==> src/rtl/ser_add_pkg.sv <==
`timescale 1ns/1ps
package ser_add_pkg;

    typedef enum logic {
        CY_G = 1'b0,
        CY_H = 1'b1
    } mealy_st_t;

    // bit 1 = carry, bit 0 = sum bit presented
    typedef enum logic [1:0] {
        MO_G0 = 2'b00,
        MO_G1 = 2'b01,
        MO_H0 = 2'b10,
        MO_H1 = 2'b11
    } moore_st_t;

    function automatic logic maj3(input logic x, input logic y, input logic z);
        return (x & y) | (x & z) | (y & z);
    endfunction

endpackage

==> src/rtl/ser_add_ctrl.sv <==
`timescale 1ns/1ps
module ser_add_ctrl #(
    parameter int unsigned N     = 8,
    parameter bit          MOORE = 1'b0
) (
    input  logic clk,
    input  logic rst_n,
    input  logic start,
    output logic busy,
    output logic done,
    output logic step_en,
    output logic clr
);
    localparam int unsigned LAST = N - 1 + (MOORE ? 1 : 0);
    localparam int unsigned CW   = $clog2(LAST + 2);

    typedef struct packed {
        logic          busy;
        logic          done;
        logic [CW-1:0] cnt;
    } ctrl_t;

    ctrl_t r_q, r_d;

    always_comb begin
        r_d = r_q;
        clr = 1'b0;
        if (!r_q.busy) begin
            if (start) begin
                r_d.busy = 1'b1;
                r_d.done = 1'b0;
                r_d.cnt  = '0;
                clr      = 1'b1;
            end
        end else if (r_q.cnt == CW'(LAST)) begin
            r_d.busy = 1'b0;
            r_d.done = 1'b1;
        end else begin
            r_d.cnt = r_q.cnt + 1'b1;
        end
    end

    always_ff @(posedge clk or negedge rst_n) begin
        if (!rst_n) r_q <= '0;
        else        r_q <= r_d;
    end

    assign busy    = r_q.busy;
    assign done    = r_q.done;
    assign step_en = r_q.busy && (r_q.cnt < CW'(N));

endmodule

==> src/rtl/ser_add_carry.sv <==
`timescale 1ns/1ps
module ser_add_carry
    import ser_add_pkg::*;
#(
    parameter bit MOORE = 1'b0
) (
    input  logic clk,
    input  logic rst_n,
    input  logic clr,
    input  logic en,
    input  logic a,
    input  logic b,
    output logic sum_bit,
    output logic carry
);
    generate
        if (MOORE) begin : g_moore
            moore_st_t   st_q, st_d;
            logic [1:0]  st_bits;
            logic        c_now;

            assign st_bits = st_q;
            assign c_now   = st_bits[1];

            always_comb begin
                st_d = st_q;
                if (clr)     st_d = MO_G0;
                else if (en) st_d = moore_st_t'({maj3(a, b, c_now), a ^ b ^ c_now});
            end

            always_ff @(posedge clk or negedge rst_n) begin
                if (!rst_n) st_q <= MO_G0;
                else        st_q <= st_d;
            end

            assign sum_bit = st_bits[0];
            assign carry   = c_now;
        end else begin : g_mealy
            mealy_st_t cy_q, cy_d;
            logic      c_now;

            assign c_now = (cy_q == CY_H);

            always_comb begin
                cy_d = cy_q;
                if (clr) begin
                    cy_d = CY_G;
                end else if (en) begin
                    case (cy_q)
                        CY_G:    if (a & b)   cy_d = CY_H;
                        CY_H:    if (!a & !b) cy_d = CY_G;
                        default: cy_d = CY_G;
                    endcase
                end
            end

            always_ff @(posedge clk or negedge rst_n) begin
                if (!rst_n) cy_q <= CY_G;
                else        cy_q <= cy_d;
            end

            assign sum_bit = a ^ b ^ c_now;
            assign carry   = c_now;
        end
    endgenerate

endmodule

==> src/rtl/ser_add.sv <==
`timescale 1ns/1ps
module ser_add #(
    parameter int unsigned W     = 8,
    parameter bit          MOORE = 1'b0
) (
    input  logic         clk,
    input  logic         rst_n,
    input  logic         load,
    input  logic [W-1:0] op_a,
    input  logic [W-1:0] op_b,
    input  logic         start,
    output logic         busy,
    output logic         done,
    output logic [W-1:0] sum,
    output logic         carry_out
);
    typedef struct packed {
        logic [W-1:0] a;
        logic [W-1:0] b;
        logic [W-1:0] sum;
    } dp_t;

    dp_t  dp_q, dp_d;
    logic step_en, clr, sbit, cy;
    logic [W:0] sum_ext;

    ser_add_ctrl #(.N(W), .MOORE(MOORE)) u_ctrl (
        .clk     (clk),
        .rst_n   (rst_n),
        .start   (start),
        .busy    (busy),
        .done    (done),
        .step_en (step_en),
        .clr     (clr)
    );

    ser_add_carry #(.MOORE(MOORE)) u_carry (
        .clk     (clk),
        .rst_n   (rst_n),
        .clr     (clr),
        .en      (step_en),
        .a       (dp_q.a[0]),
        .b       (dp_q.b[0]),
        .sum_bit (sbit),
        .carry   (cy)
    );

    assign sum_ext = {sbit, dp_q.sum};

    always_comb begin
        dp_d = dp_q;
        if (load && !busy) begin
            dp_d.a = op_a;
            dp_d.b = op_b;
        end else if (step_en) begin
            dp_d.a = dp_q.a >> 1;
            dp_d.b = dp_q.b >> 1;
        end
        if (busy) dp_d.sum = sum_ext[W:1];
    end

    always_ff @(posedge clk or negedge rst_n) begin
        if (!rst_n) dp_q <= '0;
        else        dp_q <= dp_d;
    end

    assign sum       = dp_q.sum;
    assign carry_out = cy;

endmodule

==> config.mk <==
export PLATFORM = sky130hd
export DESIGN_NAME = ser_add
export DESIGN_NICKNAME = d
export VERILOG_FILES = /design/src/rtl/ser_add_pkg.sv /design/src/rtl/ser_add_ctrl.sv /design/src/rtl/ser_add_carry.sv /design/src/rtl/ser_add.sv
export SDC_FILE = /design/constraint.sdc
export NUM_CORES = 1
export LEC_CHECK = 0
export BUFFER_PORTS_ARGS = -buffer_cell sky130_fd_sc_hd__buf_2
export CORE_ASPECT_RATIO = 0.9
export CORE_MARGIN = 2
export CORE_UTILIZATION = 25
export CTS_CLUSTER_SIZE = 8
export DETAILED_ROUTE_END_ITERATION = 16
export SLEW_MARGIN = 30
export SYNTH_ARGS = -nofsm -noshare
export SYNTH_HDL_FRONTEND = slang
export SYNTH_HIERARCHICAL = 1
export SYNTH_SLANG_ARGS = --single-unit
==> constraint.sdc <==
create_clock -name clk -period 1.8 [get_ports clk]
set_input_delay 0.18 -clock clk [delete_from_list [all_inputs] [get_ports clk]]
set_output_delay 0.18 -clock clk [all_outputs]
set_load 0.01 [all_outputs]
Word level (Yosys, flattened, before mapping)
Index checks and enable logic that the tools add are counted.
{"block": "totals", "wordCells": 40, "ff_bits": 31, "output_inout_bits": 11}
{"block": "op_classes", "n_eq_ne": 3, "n_bitwise": 5, "add_sub_neg": 1, "order_cmp": 1, "reduce_logical": 10, "n_mux": 13}
{"operator": "two-way mux 16 bit", "n": 2}
{"operator": "two-way mux 6 bit", "n": 2}
{"operator": "two-way mux 1 bit", "n": 6}
{"operator": "nonzero test 2 bit", "n": 3}
{"operator": "adder 4 x 1 -> 4 bit, second input constant", "n": 1}
{"operator": "equality test 4 x 3 -> 1 bit, second input constant", "n": 1}
{"operator": "< comparator 4 bit, second input constant", "n": 1}
{"operator": "two-way mux 4 bit", "n": 1}
{"operator": "inequality test 2 bit, second input constant", "n": 2}
{"operator": "AND reduction 2 bit", "n": 2}
{"operator": "zero test 1 bit", "n": 3}
{"operator": "AND 1 bit", "n": 2}
{"operator": "logical AND 1 bit", "n": 2}
{"operator": "two-way mux 2 bit", "n": 1}
{"operator": "one-hot mux 1 bit (2 select lines)", "n": 1}
{"operator": "XOR 1 bit", "n": 2}
{"operator": "inverter 1 bit", "n": 1}

Depth between registers and ports, before layout
{"block": "depth", "word_depth": 6, "mapped_depth": 5}

By module
Netlist, hierarchy kept.
{"module": "ser_add", "seq_area_each_um2": 600.6, "cells_each": 78, "instances": 1, "area_each_um2": 1217.4}
{"module": "ser_add_ctrl", "seq_area_each_um2": 150.1, "cells_each": 27, "instances": 1, "area_each_um2": 284.0}
{"module": "ser_add_carry", "seq_area_each_um2": 25.0, "cells_each": 9, "instances": 1, "area_each_um2": 92.6}

Worst setup path after synthesis
No wires, ideal clock.
{"block": "synth_path", "kind": "register to register", "startpoint": "register u_ctrl.r_q, in the netlist u_ctrl/busy", "endpoint": "register dp_q[10] (netlist name)", "setup_slack_ps": 40, "setup_ps": 125, "period_less_slack_ps": 1760, "t_arrival_ps": 1635, "required_ps": 1675, "stages_incl_launch_ff": 6, "n_path_buf": 2, "path_cell_list": "dfrtp_1 nor2b_1 buf_6 buf_6 mux2_1 mux2_4"}
{"block": "synth_via", "word_cells_on_any_way": 5}
{"item": "start: declaration", "line_no": "ser_add_ctrl.sv:23", "source": "ctrl_t r_q, r_d;"}
{"item": "start signal: assignment", "line_no": "ser_add_ctrl.sv:45", "source": "else r_q <= r_d;"}
{"item": "logical AND 1 bit", "line_no": "ser_add_ctrl.sv:50", "source": "assign step_en = r_q.busy && (r_q.cnt < CW'(N));"}
{"item": "via step_en", "line_no": "ser_add.sv:24", "source": "logic step_en, clr, sbit, cy;"}
{"item": "nonzero test 2 bit (no source line)"}
{"item": "end signal: assignment", "line_no": "ser_add.sv:64", "source": "else dp_q <= dp_d;"}
{"item": "end: declaration", "line_no": "ser_add.sv:23", "source": "dp_t dp_q, dp_d;"}
The timed path passes the listed nets, and every way through them passes these cells.
A chain may end at the register's enable or synchronous reset.

Final worst setup path
{"block": "layout_path", "startpoint": "register u_ctrl/r_q[3] (netlist name)", "endpoint": "register dp_q[19] (netlist name)"}
{"block": "layout_via", "elab_chain_len": 3}
{"item": "< comparator 4 bit", "line_no": "ser_add_ctrl.sv:50"}
{"item": "logical AND 1 bit", "line_no": "ser_add_ctrl.sv:50"}
{"item": "via step_en", "line_no": "ser_add.sv:24"}
{"item": "nonzero test 2 bit (no source line)"}
The timed path passes the listed nets, and every way through them passes these cells.

==> flow_summary.toml <==
[routing]
vias = 896
routedWlPerCell_um = 10.9
drc = 0
drt_iter0_drc = 12
dr.pass1.iters = 4
wirelength_um = 2500
avgViaCountPerCell = 3.90
postRouteAntennaNets = 0

[floorplanning]
io_pins = 31
row_count = 27
start_util_pct = 25.9
coreArea_mm2 = 0.00615
die-area_mm2 = 0.00703
die_w_um = 88.2
die_h_um = 79.8

[yosys]
ys_top_cells_by_area = "dfrtp_1 (49%), mux2_2 (14%), mux2_4 (9.4%)"
syn_area_per_cell_um2 = 14.0
syn_nets = 137
synth_cell_types = 26
syn-instance-count = 114
yosysTopAreaCell = "dfrtp_1"
synth_seq_cells = 31
ys_seq_area_share_pct = 48.7
synth_top_area_share_pct = 48.7
ys_warn_count = 6
syn-cell-area_mm2 = 0.00159

[setup_path]
crit_arrival_ns = 1.73
cp-endpoint = "dp_q[19]"
cpMaxStageDelayCell = "dfrtp_1"
path_buf_inv = 1
crit_type = "reg -> reg"
crit_start = "u_ctrl/r_q[3]"
max_stage_delay_ns = 0.41
worst_setup_path_end_kind = "register"
reg2reg_setup_slack_ns = 0.23
r2r-end = "dp_q[19]"
cp_common_cell = "mux2_2"
timing.rr.start = "u_ctrl/r_q[3]"
worst-r2r-cell-count = 4
crit_chain = "nor2b_1 > buf_4 > mux2_2 > mux2_2"
cp.depth = 4
required_ns = 1.96
critical-path-top-delay-family = "multiplexers"
cp-start-kind = "register"
path_max_fanout = 16

[global_route]
met3_usage_pct = 3.72
grt_max_degree = 32
use_met2_pct = 12.1
busiest_layer = "met2"
grt-ovfl-total = 0
antenna_found_initial = 0
grt_pass1_wl_um = 4300
grt_pass1_vias = 958
grt.total_usage_pct = 7.90
met1_usage_pct = 9.90

[power]
worst_ir_drop_vdd_mv = 0.632
powerDensity_mw_per_mm2 = 1810
leakage_nw = 0.926

[clock_network]
cts.path.max_buffers = 2
cts_tree = "yes"
cts_num_sinks = 31
cts.clk_slew.worst_paths_ns = 0.07
cts_buffers = 5
clk_latency_ns = 0.27
cts_resized = 0
h-tree-depth = 2
root_buffer = "clkbuf_8"
cts_setup_buffers = 0

[sta]
hold_viol = 0
hold-worst-slack_ns = 0.133
post-route-min-period_ns = 1.57
fin_worst_skew_ns = 0.00228
slew_headroom_pct = 54.4
fin_tns_setup_ns = 0
setup_viol = 0
timing.fmax_ghz = 0.637
post-route-period-util_pct = 87.3
rsz0062_at_grt = "false"
slew_violations = 0
worstMarginPinSlew_ns = 0.684

[layout]
layout-drive-gt1-share_pct = 51.0
multiInputGateArea_um2 = 678
seqCellArea_um2 = 776
layout_common_cells = "dfrtp_1 (31), buf_2 (30), mux2_2 (20)"
final_nets = 165
fillers = 653
layout_commonest_cell = "dfrtp_1"
syn_to_final_growth_pct = 17.8
design_area_mm2 = 0.00188
fin_util_pct = 30.5
antennaDiodeCount = 0

[status]
status = "finished, final reports clean"

[run]
maxCapViolations = 0

[placement]
place_congestion = 0.637
postPlaceCellArea_mm2 = 0.00175
portBuffers = 30

[min_path]
hp-class = "in -> reg"
-- synthesized netlist by cell type --
master / instances
a21bo_1: 1
a21oi_1: 1
a21oi_2: 1
a22o_1: 1
a32o_1: 1
buf_12: 1
buf_4: 8
buf_6: 4
dfrtp_1: 31
ha_1: 3
inv_1: 4
mux2_1: 9
mux2_2: 20
mux2_4: 10
mux2i_1: 1
nand2_1: 3
nand2b_1: 1
nand2b_4: 1
nand3_1: 1
nand3b_1: 2
nand4_1: 2
nor2_1: 2
nor2b_1: 3
o21ai_0: 1
o31ai_1: 1
xor2_1: 1
-- area by class of cell --
| class | instances | share of cell area, % |
|---|---|---|
| sequential | 31 | 41.3 |
| multi-input combinational | 66 | 36.1 |
| timing repair buffer | 34 | 9.73 |
| tap | 87 | 5.80 |
| clock buffer | 6 | 4.40 |
| clock inverter | 2 | 1.87 |
| inverter | 4 | 0.799 |
-- metrics by stage --
stage	worst slack [ns]	power, mW	cells
2_1_floorplan	0.0401	2.57	114
5_1_grt	0.148	3.67	230
4_1_cts	0.226	3.46	230
3_3_place_gp	0.267	2.70	221
6_report	0.229	3.40	230
3_5_place_dp	0.243	2.75	221
-- power by group --
group	leakage [nW]	internal, mW	switching, mW
logic	0.483	0.892	0.577
registers	0.383	1.03	0.201
clock network	0.0612	0.447	0.251
total	0.926	2.37	1.03
-- state kept, by name (all words and copies together), names as in the netlist --
signal	flops
u_ctrl/r_q	4
sum	8
u_ctrl/done	1
u_ctrl/busy	1
dp_q	16
u_carry/carry	1
-- routing by layer --
layer | share of wire (%) | vias up
met3 | 6.8 | 0
met1 | 46 | 426
met2 | 47 | 26
met5 | 0 | -
met4 | 0 | 0
li1 | - | 444
-- worst min path at each step --
stage,start,to,slack [ns],cells after the start
2_1_floorplan,rst_n,dp_q[10],-0.12,0
3_3_place_gp,rst_n,dp_q[15],0.28,1
3_5_place_dp,rst_n,dp_q[23],0.27,1
4_1_cts,op_b[1],dp_q[9],0.12,2
5_1_grt,op_b[6],dp_q[14],0.11,2
6_report,op_b[6],dp_q[14],0.13,2
-- timing repair --
action                                  4_1_cts  5_1_grt
hold endpoints to repair                     31        0
hold buffers                                  1        0
endpoints found under the setup margin        0        0
-- cells by family (layout without fill, tap and decap cells) --
logic type,count (synthesis),count (layout),synth area share [%]
DFF,31,31,48.7
buffers and inverters,17,46,8.79
xor gates and xnor gates,1,1,0.550
and+or+nand+nor,15,15,5.65
AOI/OAI and AO/OA,7,7,3.45
muxes,40,40,30.5
adders and majority gates,3,3,2.36
Note: power is estimated with default switching activity, not from simulation.
